File: src/rtl/tcfg_pkg.sv
// Shared constants and layout helpers for the tile shape configuration unit.
// Assumes a fixed 64-byte image with eight tile slots.
package tcfg_pkg;
    localparam int IMG_BYTES = 64;
    localparam int IMG_BITS  = IMG_BYTES * 8;
    localparam int SLOTS     = 8;
    localparam int BPR_BASE  = 16;
    localparam int ROWS_BASE = 48;

    // True when byte idx belongs to a field of one of the first ntiles slots.
    function automatic logic is_field(input int idx, input int ntiles);
        return (idx == 0) ||
               (idx >= BPR_BASE  && idx < BPR_BASE + 2 * ntiles) ||
               (idx >= ROWS_BASE && idx < ROWS_BASE + ntiles);
    endfunction
endpackage

File: src/rtl/tcfg_stage.sv
// Staging buffer for the 64-byte configuration image.
// Word-addressed writes with little-endian byte placement; cleared by reset.
module tcfg_stage #(
    parameter int WORD_BYTES = 4,
    localparam int WORDS = tcfg_pkg::IMG_BYTES / WORD_BYTES,
    localparam int AW    = $clog2(WORDS)
) (
    input  logic                          clk,
    input  logic                          rst_n,
    input  logic                          wr_en,
    input  logic [AW-1:0]                 wr_addr,
    input  logic [WORD_BYTES*8-1:0]       wr_data,
    output logic [tcfg_pkg::IMG_BITS-1:0] img
);
    localparam int WB = WORD_BYTES * 8;

    for (genvar w = 0; w < WORDS; w++) begin : g_word
        // Capture one staging word when it is addressed.
        always_ff @(posedge clk) begin
            if (!rst_n)
                img[w*WB +: WB] <= '0;
            else if (wr_en && wr_addr == AW'(w))
                img[w*WB +: WB] <= wr_data;
        end
    end
endmodule

File: src/rtl/tcfg_check.sv
// Combinational validator and field extractor for a staged image.
// Assumes selector 0 means init (no other checks) and 1 is the only shape selector.
module tcfg_check #(
    parameter int NTILES   = 8,
    parameter int MAX_ROWS = 16,
    parameter int MAX_COLB = 64
) (
    input  logic [tcfg_pkg::IMG_BITS-1:0] img,
    output logic                          img_ok,
    output logic                          img_init,
    output logic [7:0]                    sel,
    output logic [NTILES*8-1:0]           rows,
    output logic [NTILES*16-1:0]          colb
);
    import tcfg_pkg::*;
    localparam logic [7:0]  ROW_LIM = MAX_ROWS[7:0];
    localparam logic [15:0] COL_LIM = MAX_COLB[15:0];

    logic bad;

    // Extract fields and flag any bound or reserved-byte violation.
    always_comb begin
        sel = img[7:0];
        bad = 1'b0;
        for (int t = 0; t < NTILES; t++) begin
            rows[t*8 +: 8]   = img[8*(ROWS_BASE + t) +: 8];
            colb[t*16 +: 16] = img[8*(BPR_BASE + 2*t) +: 16];
            if (rows[t*8 +: 8] > ROW_LIM)   bad = 1'b1;
            if (colb[t*16 +: 16] > COL_LIM) bad = 1'b1;
        end
        for (int i = 0; i < IMG_BYTES; i++)
            if (!is_field(i, NTILES) && img[8*i +: 8] != 8'd0) bad = 1'b1;
        img_init = (sel == 8'd0);
        img_ok   = img_init || (sel == 8'd1 && !bad);
    end
endmodule

File: src/rtl/tcfg_regs.sv
// Active configuration registers, init/fault sequencing and read-back image.
// Release has priority over commit; pulses last one cycle.
module tcfg_regs #(
    parameter int NTILES = 8
) (
    input  logic                          clk,
    input  logic                          rst_n,
    input  logic                          commit,
    input  logic                          release_req,
    input  logic                          img_ok,
    input  logic                          img_init,
    input  logic [7:0]                    sel,
    input  logic [NTILES*8-1:0]           rows,
    input  logic [NTILES*16-1:0]          colb,
    output logic                          configured,
    output logic                          fault,
    output logic                          clear_tiles,
    output logic [NTILES*8-1:0]           rows_q,
    output logic [NTILES*16-1:0]          colb_q,
    output logic [tcfg_pkg::IMG_BITS-1:0] rb_img
);
    import tcfg_pkg::*;
    logic [7:0] sel_q;

    // Apply release, init, fault or load on each command.
    always_ff @(posedge clk) begin
        if (!rst_n) begin
            configured  <= 1'b0;
            fault       <= 1'b0;
            clear_tiles <= 1'b0;
            sel_q       <= '0;
            rows_q      <= '0;
            colb_q      <= '0;
        end else begin
            fault       <= 1'b0;
            clear_tiles <= 1'b0;
            if (release_req || (commit && img_ok && img_init)) begin
                configured  <= 1'b0;
                clear_tiles <= 1'b1;
                sel_q       <= '0;
                rows_q      <= '0;
                colb_q      <= '0;
            end else if (commit && !img_ok) begin
                fault <= 1'b1;
            end else if (commit) begin
                configured <= 1'b1;
                sel_q      <= sel;
                rows_q     <= rows;
                colb_q     <= colb;
            end
        end
    end

    // Rebuild the 64-byte image from the active fields.
    always_comb begin
        rb_img = '0;
        rb_img[7:0] = sel_q;
        for (int t = 0; t < NTILES; t++) begin
            rb_img[8*(BPR_BASE + 2*t) +: 16] = colb_q[t*16 +: 16];
            rb_img[8*(ROWS_BASE + t) +: 8]   = rows_q[t*8 +: 8];
        end
    end
endmodule

File: src/rtl/tile_cfg_unit.sv
// Top of the tile shape configuration unit: staging, validation, active state
// and word-wide read-back. NTILES must not exceed the eight layout slots.
module tile_cfg_unit #(
    parameter int NTILES     = 8,
    parameter int WORD_BYTES = 4,
    parameter int MAX_ROWS   = 16,
    parameter int MAX_COLB   = 64,
    localparam int WORDS = tcfg_pkg::IMG_BYTES / WORD_BYTES,
    localparam int AW    = $clog2(WORDS)
) (
    input  logic                    clk,
    input  logic                    rst_n,
    input  logic                    wr_en,
    input  logic [AW-1:0]           wr_addr,
    input  logic [WORD_BYTES*8-1:0] wr_data,
    input  logic                    commit,
    input  logic                    release_req,
    input  logic [AW-1:0]           rd_addr,
    output logic [WORD_BYTES*8-1:0] rd_data,
    output logic                    configured,
    output logic                    fault,
    output logic                    clear_tiles,
    output logic [NTILES*8-1:0]     tile_rows,
    output logic [NTILES*16-1:0]    tile_colbytes
);
    localparam int WB = WORD_BYTES * 8;

    logic [tcfg_pkg::IMG_BITS-1:0] stage_img;
    logic [tcfg_pkg::IMG_BITS-1:0] rb_img;
    logic                          img_ok, img_init;
    logic [7:0]                    sel;
    logic [NTILES*8-1:0]           rows;
    logic [NTILES*16-1:0]          colb;
    logic [WB-1:0]                 rb_words [WORDS];

    tcfg_stage #(.WORD_BYTES(WORD_BYTES)) u_stage (
        .clk(clk), .rst_n(rst_n), .wr_en(wr_en), .wr_addr(wr_addr),
        .wr_data(wr_data), .img(stage_img)
    );

    tcfg_check #(.NTILES(NTILES), .MAX_ROWS(MAX_ROWS), .MAX_COLB(MAX_COLB)) u_check (
        .img(stage_img), .img_ok(img_ok), .img_init(img_init),
        .sel(sel), .rows(rows), .colb(colb)
    );

    tcfg_regs #(.NTILES(NTILES)) u_regs (
        .clk(clk), .rst_n(rst_n), .commit(commit), .release_req(release_req),
        .img_ok(img_ok), .img_init(img_init), .sel(sel), .rows(rows), .colb(colb),
        .configured(configured), .fault(fault), .clear_tiles(clear_tiles),
        .rows_q(tile_rows), .colb_q(tile_colbytes), .rb_img(rb_img)
    );

    for (genvar w = 0; w < WORDS; w++) begin : g_rb
        assign rb_words[w] = rb_img[w*WB +: WB];
    end

    assign rd_data = rb_words[rd_addr];
endmodule

File: config.mk
export PLATFORM = sky130hd
export DESIGN_NAME = tile_cfg_unit
export DESIGN_NICKNAME = d
export VERILOG_FILES = /design/src/rtl/tcfg_pkg.sv /design/src/rtl/tcfg_stage.sv /design/src/rtl/tcfg_check.sv /design/src/rtl/tcfg_regs.sv /design/src/rtl/tile_cfg_unit.sv
export SDC_FILE = /design/constraint.sdc
export NUM_CORES = 2
export LEC_CHECK = 0
export CAP_MARGIN = 0
export CORE_UTILIZATION = 50
export CTS_CLUSTER_DIAMETER = 50
export CTS_CLUSTER_SIZE = 25
export DETAILED_ROUTE_END_ITERATION = 10
export PLACE_DENSITY = 0.79
export SETUP_SLACK_MARGIN = 0.02
export SYNTH_ARGS = -nofsm -noshare
export SYNTH_HDL_FRONTEND = slang
export SYNTH_SLANG_ARGS = --single-unit
File: constraint.sdc
create_clock -name clk -period 7.69 [get_ports clk]
set_input_delay 2.307 -clock clk [delete_from_list [all_inputs] [get_ports clk]]
set_output_delay 2.307 -clock clk [all_outputs]
set_load 0.02 [all_outputs]
==> metrics.txt <==
status completed; clock sinks 715; Post-Syn Nets 3590; Setup Viol. Count Final 0; Cell Chain, Critical Path buf_4 -> buf_4 -> mux4_2 -> inv_1 -> o22ai_1 -> and2_1 -> clkdlybuf4s50_1; FF+latch count, synth 715; commonest non-fill, non-tap cell in the layout nand2_1; Period minus WS final 6.705 ns; Total Die Area 60500 sq um; crit-path max cell delay 0.55 ns; Clock transition at path regs 0.08 ns; async set-reset flop share out of synthesis 0%; Slew @ Worst Pin 1.231 ns; WHS 0.4613 ns; fin crit share 87.19%; # placed instances 4143; CP delay by family, top buffers and inverters; total power 7.384 mW; H-Tree Depth 2; WP buf/inv 4; Post-Route WL 92960 microns; Cell variety after synth 43; Num CTS Buffers 58; GRT Total Usage 30.08%; crit path max-delay cell type mux4_2; max_cap viols 0; via count 24473; largest net degree at the start of global routing 296; most used cell, CP buf_4; flop-to-flop setup slack 3.92 ns; power per cell area 220.8 nW/um^2; Post-CTS Hold Buffers 0; Post-CTS Resized 0; clk buf depth 3; WS Path Type input pin to primary output; Worst Path Arrival 4.40 ns; setup TNS 0 ns; Ports 272; chip height 246.0 microns; syn_area_per_cell 8.395 sq um; number of global-route vias before repair 22247; first-pass iteration count of the detailed router 6; Final Max Slew Viols 0; number of non-filler instances in the completed layout 4257; area growth from synthesis to layout 12.37%; Cells after Synth 3545; Die X 246.0 microns; wire length per cell 21.84 microns; Iter 0 DRT Violations 2449; share of layout cells above drive strength 1 6.496%; critical path startpoint category input pin; Seq/Total Area, Yosys 48.10%; CTS tree built; commonest non-fill, non-tap cells in the layout 1147 x nand2_1, 715 x dfxtp_1, 512 x a21boi_0, 268 x clkdlybuf4s50_1, 122 x nand4_1; Port-buffer cells 271; root buffer cell clkbuf_16; Hold Violations, Final 0; clk_lat worst skew 0.64 ns; Layout fillers 5101; crit path max fanout 17; hpwl dp 57780 microns; number of routed nets with antenna violations 0; Main synth FF type dfxtp_1; Starting Density 50.52%; endpoint class of the critical path primary output; global-route wire length before repair 138600 microns; Mapped Area 29760 sq um; clk_skew 0.03322 ns; Setup Buffers After CTS 0; Placeable Area 58910 sq um; # DRC 0; number of flops mapped to enable cells by yosys 0; Yosys Warn Count 0; initial antenna violation count 15; Pleak 11.35 nW; RSZ-0062 raised after global routing no; HP Class flop to flop; Fmax 149.1 MHz; CP required 5.38 ns; VDD IR max 0.0001633 V; RePlAce Congestion 1.006; max_slew headroom 17.65%; NumNets Final 3475; Via density 5.749; num rows 89; grt ovf 0
==> tightest hold or removal path, cell delays in order (launching register included) <==
cell      delay (ns)
dfxtp_1         0.31
nand2_1         0.04
a21boi_0        0.06
==> sequential cells by signal, indices dropped and copies added (netlist names) <==
name and flops:
u_regs.clear_tiles 1, u_regs.configured 1, u_stage.img 512, u_regs.sel_q 8, u_regs.colb_q 128, u_regs.rows_q 64, u_regs.fault 1
==> cell type report <==
class	count	area [sq um]	share of cell area, %
Tap cell	773	967.2	2.892
Antenna cell	5	12.51	0.03742
Clock buffer	65	1529	4.572
Multi-Input combinational cell	2291	12740	38.11
Timing Repair Buffer	331	3198	9.564
Inverter	33	123.9	0.3704
Sequential cell	715	14310	42.80
Clock inverter	44	550.5	1.646
==> cells in the mapped netlist, types with 8 or more instances <==
master	n	area, sq um
nor2_1	17	63.81
nand3_1	8	40.04
and3_1	104	650.6
nand4_1	122	763.2
inv_1	33	123.9
nand2_1	1148	4309
o41ai_1	8	70.07
a21boi_0	512	3844
mux4_2	32	720.7
buf_4	192	1441
mux2i_1	32	320.3
or4_1	9	67.56
o22ai_1	24	150.1
o221ai_1	8	70.07
nor4_1	109	681.9
and2_1	24	150.1
buf_1	15	56.30
clkbuf_1	289	1085
o21ai_1	90	450.4
dfxtp_1	715	14310
==> final timing paths <==
kind / from / cells past startpoint / to
setup reg to reg: u_stage.img[441]$_SDFFE_PN0P_ / 8 / u_regs.rows_q[4]$_SDFFE_PP0P_
hold reg to reg: u_stage.img[86]$_SDFFE_PN0P_ / 2 / u_stage.img[86]$_SDFFE_PN0P_
hold / removal: u_stage.img[86]$_SDFFE_PN0P_ / 2 / u_stage.img[86]$_SDFFE_PN0P_
setup / recovery: rd_addr[0] / 7 / rd_data[28]
==> stage by stage <==
step / setup slack, ns / utilization, % / cell area, sq um
5_1_grt: 0.8818 / 56.76 / 33440
4_1_cts: 1.037 / 56.74 / 33430
6_report: 0.9851 / 56.77 / 33440
3_5_place_dp: 1.042 / 53.21 / 31350
2_1_floorplan: 1.341 / - / 29760
3_3_place_gp: 1.065 / 53.21 / 31350
==> report_power, final <==
part / total, mW / internal, mW / switching (mW)
sequential: 3.76 / 3.73 / 0.0222
combinational: 0.439 / 0.132 / 0.306
clock: 3.19 / 1.63 / 1.56
==> routing by layer <==
metal / routed length (microns) / track usage, %
met2: 41760 / 46.84
met5: 121 / 0
met4: 7185 / 21.61
met1: 35150 / 35.96
met3: 8746 / 7.727
==> kinds of logic (layout without fill, tap and decap cells) <==
| group | count (synthesis) | count (layout) | synth area share [%] |
|---|---|---|---|
| simple gates | 1567 | 1567 | 23.23 |
| flops | 715 | 715 | 48.10 |
| compound gates | 660 | 660 | 15.82 |
| buf+inv | 539 | 473 | 9.347 |
| mux | 64 | 64 | 3.498 |
| other cells | 0 | 5 | 0 |
(Power assumes the default switching activity.)
